==> src/rtl/sertx_pkg.sv <==
package sertx_pkg;
  localparam int FLAG_UDF = 0;
  localparam int FLAG_OVF = 1;
  localparam int NFLAG    = 2;

  // next fill level from a current level and qualified strobes
  function automatic int lvl_next(int lvl, logic push, logic pop);
    return lvl + int'(push) - int'(pop);
  endfunction

  // circular pointer advance
  function automatic int ptr_adv(int p, int depth);
    return (p == depth - 1) ? 0 : p + 1;
  endfunction

  // interrupt merge of flags and enables
  function automatic logic irq_merge(logic [NFLAG-1:0] flg, logic [NFLAG-1:0] en);
    return |(flg & en);
  endfunction
endpackage

==> src/rtl/sertx_fifo.sv <==
module sertx_fifo #(
  parameter int DW    = 32,
  parameter int DEPTH = 16
) (
  input  logic          clk,
  input  logic          rst_n,
  input  logic          flush,
  input  logic          push,
  input  logic          pop,
  input  logic [DW-1:0] wdata,
  output logic [DW-1:0] rdata,
  output logic          full,
  output logic          empty
);
  localparam int AW = $clog2(DEPTH);
  localparam int CW = AW + 1;

  logic [DW-1:0] mem [DEPTH];
  logic [AW-1:0] wp, rp;
  logic [CW-1:0] lvl, lvl_n;

  always_comb begin
    lvl_n = flush ? '0 : CW'(sertx_pkg::lvl_next(int'(lvl), push, pop));
  end

  always_ff @(posedge clk) begin
    if (!rst_n || flush) begin
      wp    <= '0;
      rp    <= '0;
      lvl   <= '0;
      full  <= 1'b0;
      empty <= 1'b1;
    end else begin
      if (push) wp <= AW'(sertx_pkg::ptr_adv(int'(wp), DEPTH));
      if (pop)  rp <= AW'(sertx_pkg::ptr_adv(int'(rp), DEPTH));
      lvl   <= lvl_n;
      full  <= (lvl_n == CW'(DEPTH));
      empty <= (lvl_n == '0);
    end
  end

  always_ff @(posedge clk) begin
    if (push && !flush) mem[wp] <= wdata;
  end

  assign rdata = mem[rp];
endmodule

==> src/rtl/sertx_sticky.sv <==
module sertx_sticky #(
  parameter int N = 2
) (
  input  logic         clk,
  input  logic         rst_n,
  input  logic [N-1:0] set,
  input  logic [N-1:0] clr,
  output logic [N-1:0] flag
);
  for (genvar i = 0; i < N; i++) begin : g_flag
    always_ff @(posedge clk) begin
      if (!rst_n) flag[i] <= 1'b0;
      else        flag[i] <= set[i] | (flag[i] & ~clr[i]);
    end
  end
endmodule

==> src/rtl/sertx_queue.sv <==
module sertx_queue #(
  parameter int DW    = 32,
  parameter int DEPTH = 16
) (
  input  logic                         clk,
  input  logic                         rst_n,
  input  logic                         tx_en,
  input  logic                         wr_valid,
  input  logic [DW-1:0]                wr_data,
  input  logic                         ld_req,
  input  logic                         st_wr,
  input  logic [sertx_pkg::NFLAG-1:0]  st_wdata,
  input  logic [sertx_pkg::NFLAG-1:0]  irq_en,
  output logic [DW-1:0]                tx_data,
  output logic                         full,
  output logic                         empty,
  output logic                         ovf_flag,
  output logic                         udf_flag,
  output logic                         irq
);
  import sertx_pkg::*;

  // named internal events
  logic          flush, push_ok, pop_ok, ovf_evt, udf_evt;
  logic [DW-1:0] head;
  logic [NFLAG-1:0] set_vec, clr_vec, flags;

  assign flush   = ~tx_en;
  assign push_ok = tx_en & wr_valid & ~full;
  assign pop_ok  = tx_en & ld_req & ~empty;
  assign ovf_evt = tx_en & wr_valid & full;
  assign udf_evt = tx_en & ld_req & empty;

  sertx_fifo #(.DW(DW), .DEPTH(DEPTH)) u_fifo (
    .clk   (clk),
    .rst_n (rst_n),
    .flush (flush),
    .push  (push_ok),
    .pop   (pop_ok),
    .wdata (wr_data),
    .rdata (head),
    .full  (full),
    .empty (empty)
  );

  // last-sent word: refreshed on a pop, held on underflow
  always_ff @(posedge clk) begin
    if (!rst_n)      tx_data <= '0;
    else if (pop_ok) tx_data <= head;
  end

  always_comb begin
    set_vec           = '0;
    set_vec[FLAG_OVF] = ovf_evt;
    set_vec[FLAG_UDF] = udf_evt;
    clr_vec           = st_wr ? st_wdata : '0;
  end

  sertx_sticky #(.N(NFLAG)) u_flags (
    .clk   (clk),
    .rst_n (rst_n),
    .set   (set_vec),
    .clr   (clr_vec),
    .flag  (flags)
  );

  assign ovf_flag = flags[FLAG_OVF];
  assign udf_flag = flags[FLAG_UDF];
  assign irq      = irq_merge(flags, irq_en);
endmodule

==> config.mk <==
export PLATFORM = sky130hd
export DESIGN_NAME = sertx_queue
export DESIGN_NICKNAME = d
export VERILOG_FILES = /design/src/rtl/sertx_pkg.sv /design/src/rtl/sertx_fifo.sv /design/src/rtl/sertx_sticky.sv /design/src/rtl/sertx_queue.sv
export SDC_FILE = /design/constraint.sdc
export NUM_CORES = 1
export LEC_CHECK = 0
export BUFFER_PORTS_ARGS = -buffer_cell sky130_fd_sc_hd__buf_4
export CORE_AREA = 2 2 193 195
export DETAILED_ROUTE_END_ITERATION = 10
export DIE_AREA = 0 0 195 197
export PLACE_DENSITY = 0.77
export SYNTH_ARGS = -nofsm -noshare
export SYNTH_HDL_FRONTEND = slang
export SYNTH_HIERARCHICAL = 1
export SYNTH_SLANG_ARGS = --single-unit
==> constraint.sdc <==
create_clock -name clk -period 17.1 [get_ports clk]
set_clock_uncertainty 0.05 [all_clocks]
set_input_delay 3.42 -clock clk [delete_from_list [all_inputs] [get_ports clk]]
set_output_delay 3.42 -clock clk [all_outputs]
set_load 0.01 [all_outputs]
==> Word level (Yosys, flattened, before mapping) <==
Memories as Yosys holds them, arrays and structs flattened. A register that Yosys moved wholly into a read port is not among the register bits.
Cells that the tools add are included.
{ "word_totals": {"elab_cells": 43, "reg_bits": 17, "out_inout_bits": 37, "ramBits": 512, "in_bits": 42, "mem_count": 1} }
{ "op_classes": {"add_sub_neg": 4, "reduce_logical": 6, "bitwise_logic": 16, "n_mux": 6, "eq_ne": 3} }
{ "memory_table": {"columns": ["memory", "words", "width", "read_ports", "rd_ports_with_merged_regs", "wr", "line_no", "rtl"], "rows": [
  ["u_fifo.mem", 16, 32, 1, 1, 1, "sertx_fifo.sv:18", "logic [DW-1:0] mem [DEPTH];"]
]} }
{ "ops": {"columns": ["cell", "count"], "rows": [
  ["$add 4x1->4 const B", 2],
  ["$and 1x1->1", 8],
  ["$eq 4x1->1 const B", 2],
  ["$mux 4", 2],
  ["$add 5x1->5", 1],
  ["$eq 5x5->1 const B", 1],
  ["$logic_not 5->1", 1],
  ["$mux 5", 1],
  ["$not 1->1", 5],
  ["$sub 5x2->5", 1],
  ["$and 2x2->2", 1],
  ["$logic_not 1->1", 2],
  ["$mux 1", 2],
  ["$mux 2", 1],
  ["$or 1x1->1", 2],
  ["$reduce_or 2->1", 1],
  ["$logic_and 1x1->1", 1],
  ["$logic_or 1x1->1", 1]
]} }

==> Longest topological paths before layout <==
{ "depth": {"depth_word": 6, "depth_mapped": 12, "depth_no_buf": 10} }

==> Cells and area by module <==
Netlist, hierarchy kept.
{ "by_module_without_submodules": {"columns": ["module", "area_each_um2", "seq_area_each_um2", "instances", "cells_each"], "rows": [
  ["sertx_fifo", 20091.8, 15755.1, 1, 899],
  ["sertx_queue", 1361.3, 640.6, 1, 148],
  ["sertx_sticky", 82.6, 40.0, 1, 6]
]} }

==> Worst setup path before layout <==
OpenSTA, ideal clock, no wires.
{ "synth_path": {"path_type": "input -> register", "from": "input port wr_valid", "to": "memory u_fifo.mem[4][0], enable pin", "setup_slack_ns": 9.148, "setup_time_ns": 0.513, "t_arrival_ns": 7.389, "t_required_ns": 16.537, "n_path_buf": 0, "stages": 4, "cell_sequence": "nand2_1 > nor2_1 > nand2_1 > nor4b_1"} }
{ "synth_between": {"elab_chain_len": 5} }
{ "synth_rtl": {"columns": ["item", "line_no", "rtl"], "rows": [
  ["from (decl)", "sertx_queue.sv:8", "input logic wr_valid,"],
  ["$and 1x1->1 (2 in series)", "sertx_queue.sv:29", "assign push_ok = tx_en & wr_valid & ~full;"],
  ["via push_ok", "sertx_queue.sv:24", "logic flush, push_ok, pop_ok, ovf_evt, udf_evt;"],
  ["$logic_and 1x1->1", "sertx_fifo.sv:43", "if (push && !flush) mem[wp] <= wdata;"],
  ["$mux 1", "sertx_fifo.sv:43", null],
  ["$mux 1 (implied by the code)", "sertx_fifo.sv:43", null],
  ["to (decl)", "sertx_fifo.sv:18", null]
]} }
The timed path passes the listed nets, and every way through them passes these cells.

==> Worst setup path in the final report <==
{ "layout_path": {"from": "input port irq_en[0] (netlist name)", "to": "output port irq"} }
{ "layout_between": {"elab_chain_len": 2} }
{ "layout_rtl": {"columns": ["item", "line_no", "rtl"], "rows": [
  ["from (decl)", "sertx_queue.sv:13", "input logic [sertx_pkg::NFLAG-1:0] irq_en,"],
  ["$and 2x2->2", "sertx_pkg.sv:18", "return |(flg & en);"],
  ["$reduce_or 2->1", "sertx_pkg.sv:18", null],
  ["to (decl)", "sertx_queue.sv:19", "output logic irq"]
]} }
No other way between the ends.

==> impl_metrics.env <==
export IMPL_die_h_um=197
export IMPL_overflow=0
export IMPL_synth_edf_count=512
export IMPL_synth_seq_cells=565
export IMPL_insertion_delay_ns=0.57
export IMPL_cts_buffers_inserted=53
export IMPL_use_met2_pct=38.0
export IMPL_fmax_mhz=137
export IMPL_ant_nets=0
export IMPL_ir_drop_v=0.0000934
export IMPL_relSlewSlack_pct=17.5
export IMPL_cts_resized_gates=0
export IMPL_gr_usage_all_layers_pct=22.9
export IMPL_hold_violations=0
export IMPL_grt_busiest_layer="met2"
export IMPL_stdcell_area_um2=24300
export IMPL_chipWidth_um=195
export IMPL_endpoint_kind="output port"
export IMPL_clk_pin_slew_worst_paths_ns=0.06
export IMPL_crit_required_ns=13.63
export IMPL_drive_above_1_share_pct=27.6
export IMPL_yosysSeqAreaShare_pct=76.3
export IMPL_gr_usage_met3_pct=3.56
export IMPL_cts_tree="built"
export IMPL_dp_hpwl_um=20400
export IMPL_ys_warn_count=6
export IMPL_finalSetupTns_ns=0
export IMPL_cap_viol_max_count=0
export IMPL_crit_family="buffers and inverters"
export IMPL_syn2layout_area_growth_pct=12.7
export IMPL_synth_most_common_cell="edfxtp_1"
export IMPL_critPathSlowestCell="a22o_1"
export IMPL_cp_arrival_ns=3.85
export IMPL_grt_pass1_vias=10400
export IMPL_postLayoutCoreUtil_pct=66.9
export IMPL_drc=0
export IMPL_grt_max_degree=72
export IMPL_finalMaxSlewViolations=0
export IMPL_place_area_um2=22600
export IMPL_start_kind="primary input"
export IMPL_cts_htree_levels=2
export IMPL_dieArea_um2=38400
export IMPL_wl_um=42700
export IMPL_hold_buffers=0
export IMPL_antenna_found_initial=0
export IMPL_cts_root_buf="clkbuf_16"
export IMPL_rsz0062_at_grt="no"
export IMPL_cp_slowest_stage_delay_ns=0.19
export IMPL_synth_ff_type="edfxtp_1"
export IMPL_p_leak_nw=7.71
export IMPL_place_port_buffers=78
export IMPL_yosys_top_cells_area="edfxtp_1 71%, mux4_2 13%, dfxtp_1 4.9%"
export IMPL_powerDensity_nw_per_um2=113
export IMPL_cp_num_buf_inv=2
export IMPL_start_util_pct=59.4
export IMPL_syn_area_per_cell_um2=20.5
export IMPL_fin_cells=1650
export IMPL_min_path_type="reg -> reg"
export IMPL_cp_cell_sequence="buf_4, a22o_1, buf_4"
export IMPL_rows=70
export IMPL_cp_max_fo=1
export IMPL_clock_sinks=565
export IMPL_crit_top_cell="buf_4"
export IMPL_cts_setup_buffers=0
export IMPL_synth_largest_area_cell="edfxtp_1"
export IMPL_synth_nets=1106
export IMPL_synth_cell_types=38
export IMPL_synth_top_cell_area_share_pct=71.4
export IMPL_synth_area_um2=21500
export IMPL_diodes=0
export IMPL_worst_slew_pin_slew_ns=1.23
export IMPL_setup_viol=0
export IMPL_fin_nets=1194
export IMPL_dp_cells=1554
export IMPL_vias=10300
export IMPL_drt_initial_drc_count=989
export IMPL_status="finished, final reports clean"
export IMPL_ios=79
export IMPL_viasPerCell=6.26
export IMPL_gp_congestion=0.745
export IMPL_layout_worst_path_cycle_share_pct=42.8
export IMPL_path_class="in -> out"
export IMPL_wl_per_cell_um=25.9
export IMPL_synthArstFlopShare_pct=0
export IMPL_syn_inst=1053
export IMPL_synth_commonest_cells="512 x edfxtp_1, 128 x mux4_2, 104 x nand2_1, 64 x a22oi_1, 53 x dfxtp_1"
export IMPL_clk_path_buf_depth=3
export IMPL_first_pass_iters=6
export IMPL_grtUsageMet1_pct=31.8
export IMPL_grt_pass1_wl_um=64600
export IMPL_fin_crit_ns=7.32
export IMPL_core_area_um2=36300
state kept, by name (all words and copies together), names as in the netlist, named ones only:
signal	cells
tx_data	32
u_fifo/lvl	5
u_flags/flag	2
u_fifo/wp	4
u_fifo/rp	4
u_fifo/mem	512
u_fifo/full	1
u_fifo/empty	1
cell usage in the layout (no fill, tap or decap), types with 4 or more instances in the layout:
cell	synthesis	routed
clkinvlp_4	0	4
and2_2	0	10
dfxtp_1	53	51
mux2i_1	35	35
inv_1	12	12
clkbuf_16	0	53
nand2_1	104	104
mux4_2	128	128
ha_1	10	10
nor2_1	19	16
nor2b_4	2	4
clkinv_2	0	11
buf_4	9	89
edfxtp_1	512	512
bufinv_16	0	6
clkinv_1	0	10
a22oi_1	64	64
clkbuf_1	21	6
nand2b_1	5	5
a21oi_1	6	6
tightest hold or removal path, delay by kind of cell (launching register included):
| kind | cells | cell delay, ns |
|---|---|---|
| simple gates | 1 | 0.05 |
| flops | 1 | 0.31 |
| mux | 1 | 0.05 |
layout make-up:
type / instances / area (um2)
Clock buffer: 61 / 1380
Clock inverter: 35 / 338
Fill cell: 2255 / 12000
Inverter: 12 / 45.0
Multi-Input combinational cell: 420 / 4820
Sequential cell: 565 / 16400
Tap cell: 468 / 586
Timing Repair Buffer: 89 / 668
routing by layer:
layer	wire length, um	up-vias	part of all wire (%)
met5	0	-	0
met2	21400	419	50
li1	-	4436	-
met3	3040	75	7.1
met1	17100	5406	40
met4	1140	0	2.7
power breakdown:
group          internal [mW]  switching [mW]  leakage (nW)
combinational         0.0301          0.0420          1.84
sequential              1.51         0.00455          5.04
clock                  0.667           0.487         0.836
per-stage QoR:
step	setup slack, ns	hold WS [ns]	total power [mW]
after floorplan	9.15	0.423	1.58
after global placement	9.78	0.393	1.61
after detailed placement	9.78	0.398	1.62
after CTS	9.78	0.412	2.76
after global routing	9.74	0.429	2.81
final	9.78	0.408	2.74
path summary, 6_finish.rpt:
kind / slack [ns] / cells past startpoint / end / startpoint
hold / removal: 0.41 / 2 / tx_data[3] / tx_data[3]
setup / recovery: 9.78 / 3 / irq / irq_en[0]
hold reg to reg: 0.41 / 2 / tx_data[3] / tx_data[3]
setup reg to reg: 13.02 / 7 / tx_data[16] / flop
cell families after synthesis:
family / Yosys count / share of synthesized area, %
AO/OA/AOI/OAI: 77 / 2.60
XOR/XNOR: 6 / 0.244
adder cells (fa/ha/maj): 11 / 0.674
buffers and inverters: 68 / 1.67
flip-flops: 565 / 76.3
multiplexers: 165 / 15.1
AND/OR/NAND/NOR: 161 / 3.38
Note: power is estimated with default switching activity, not from simulation.
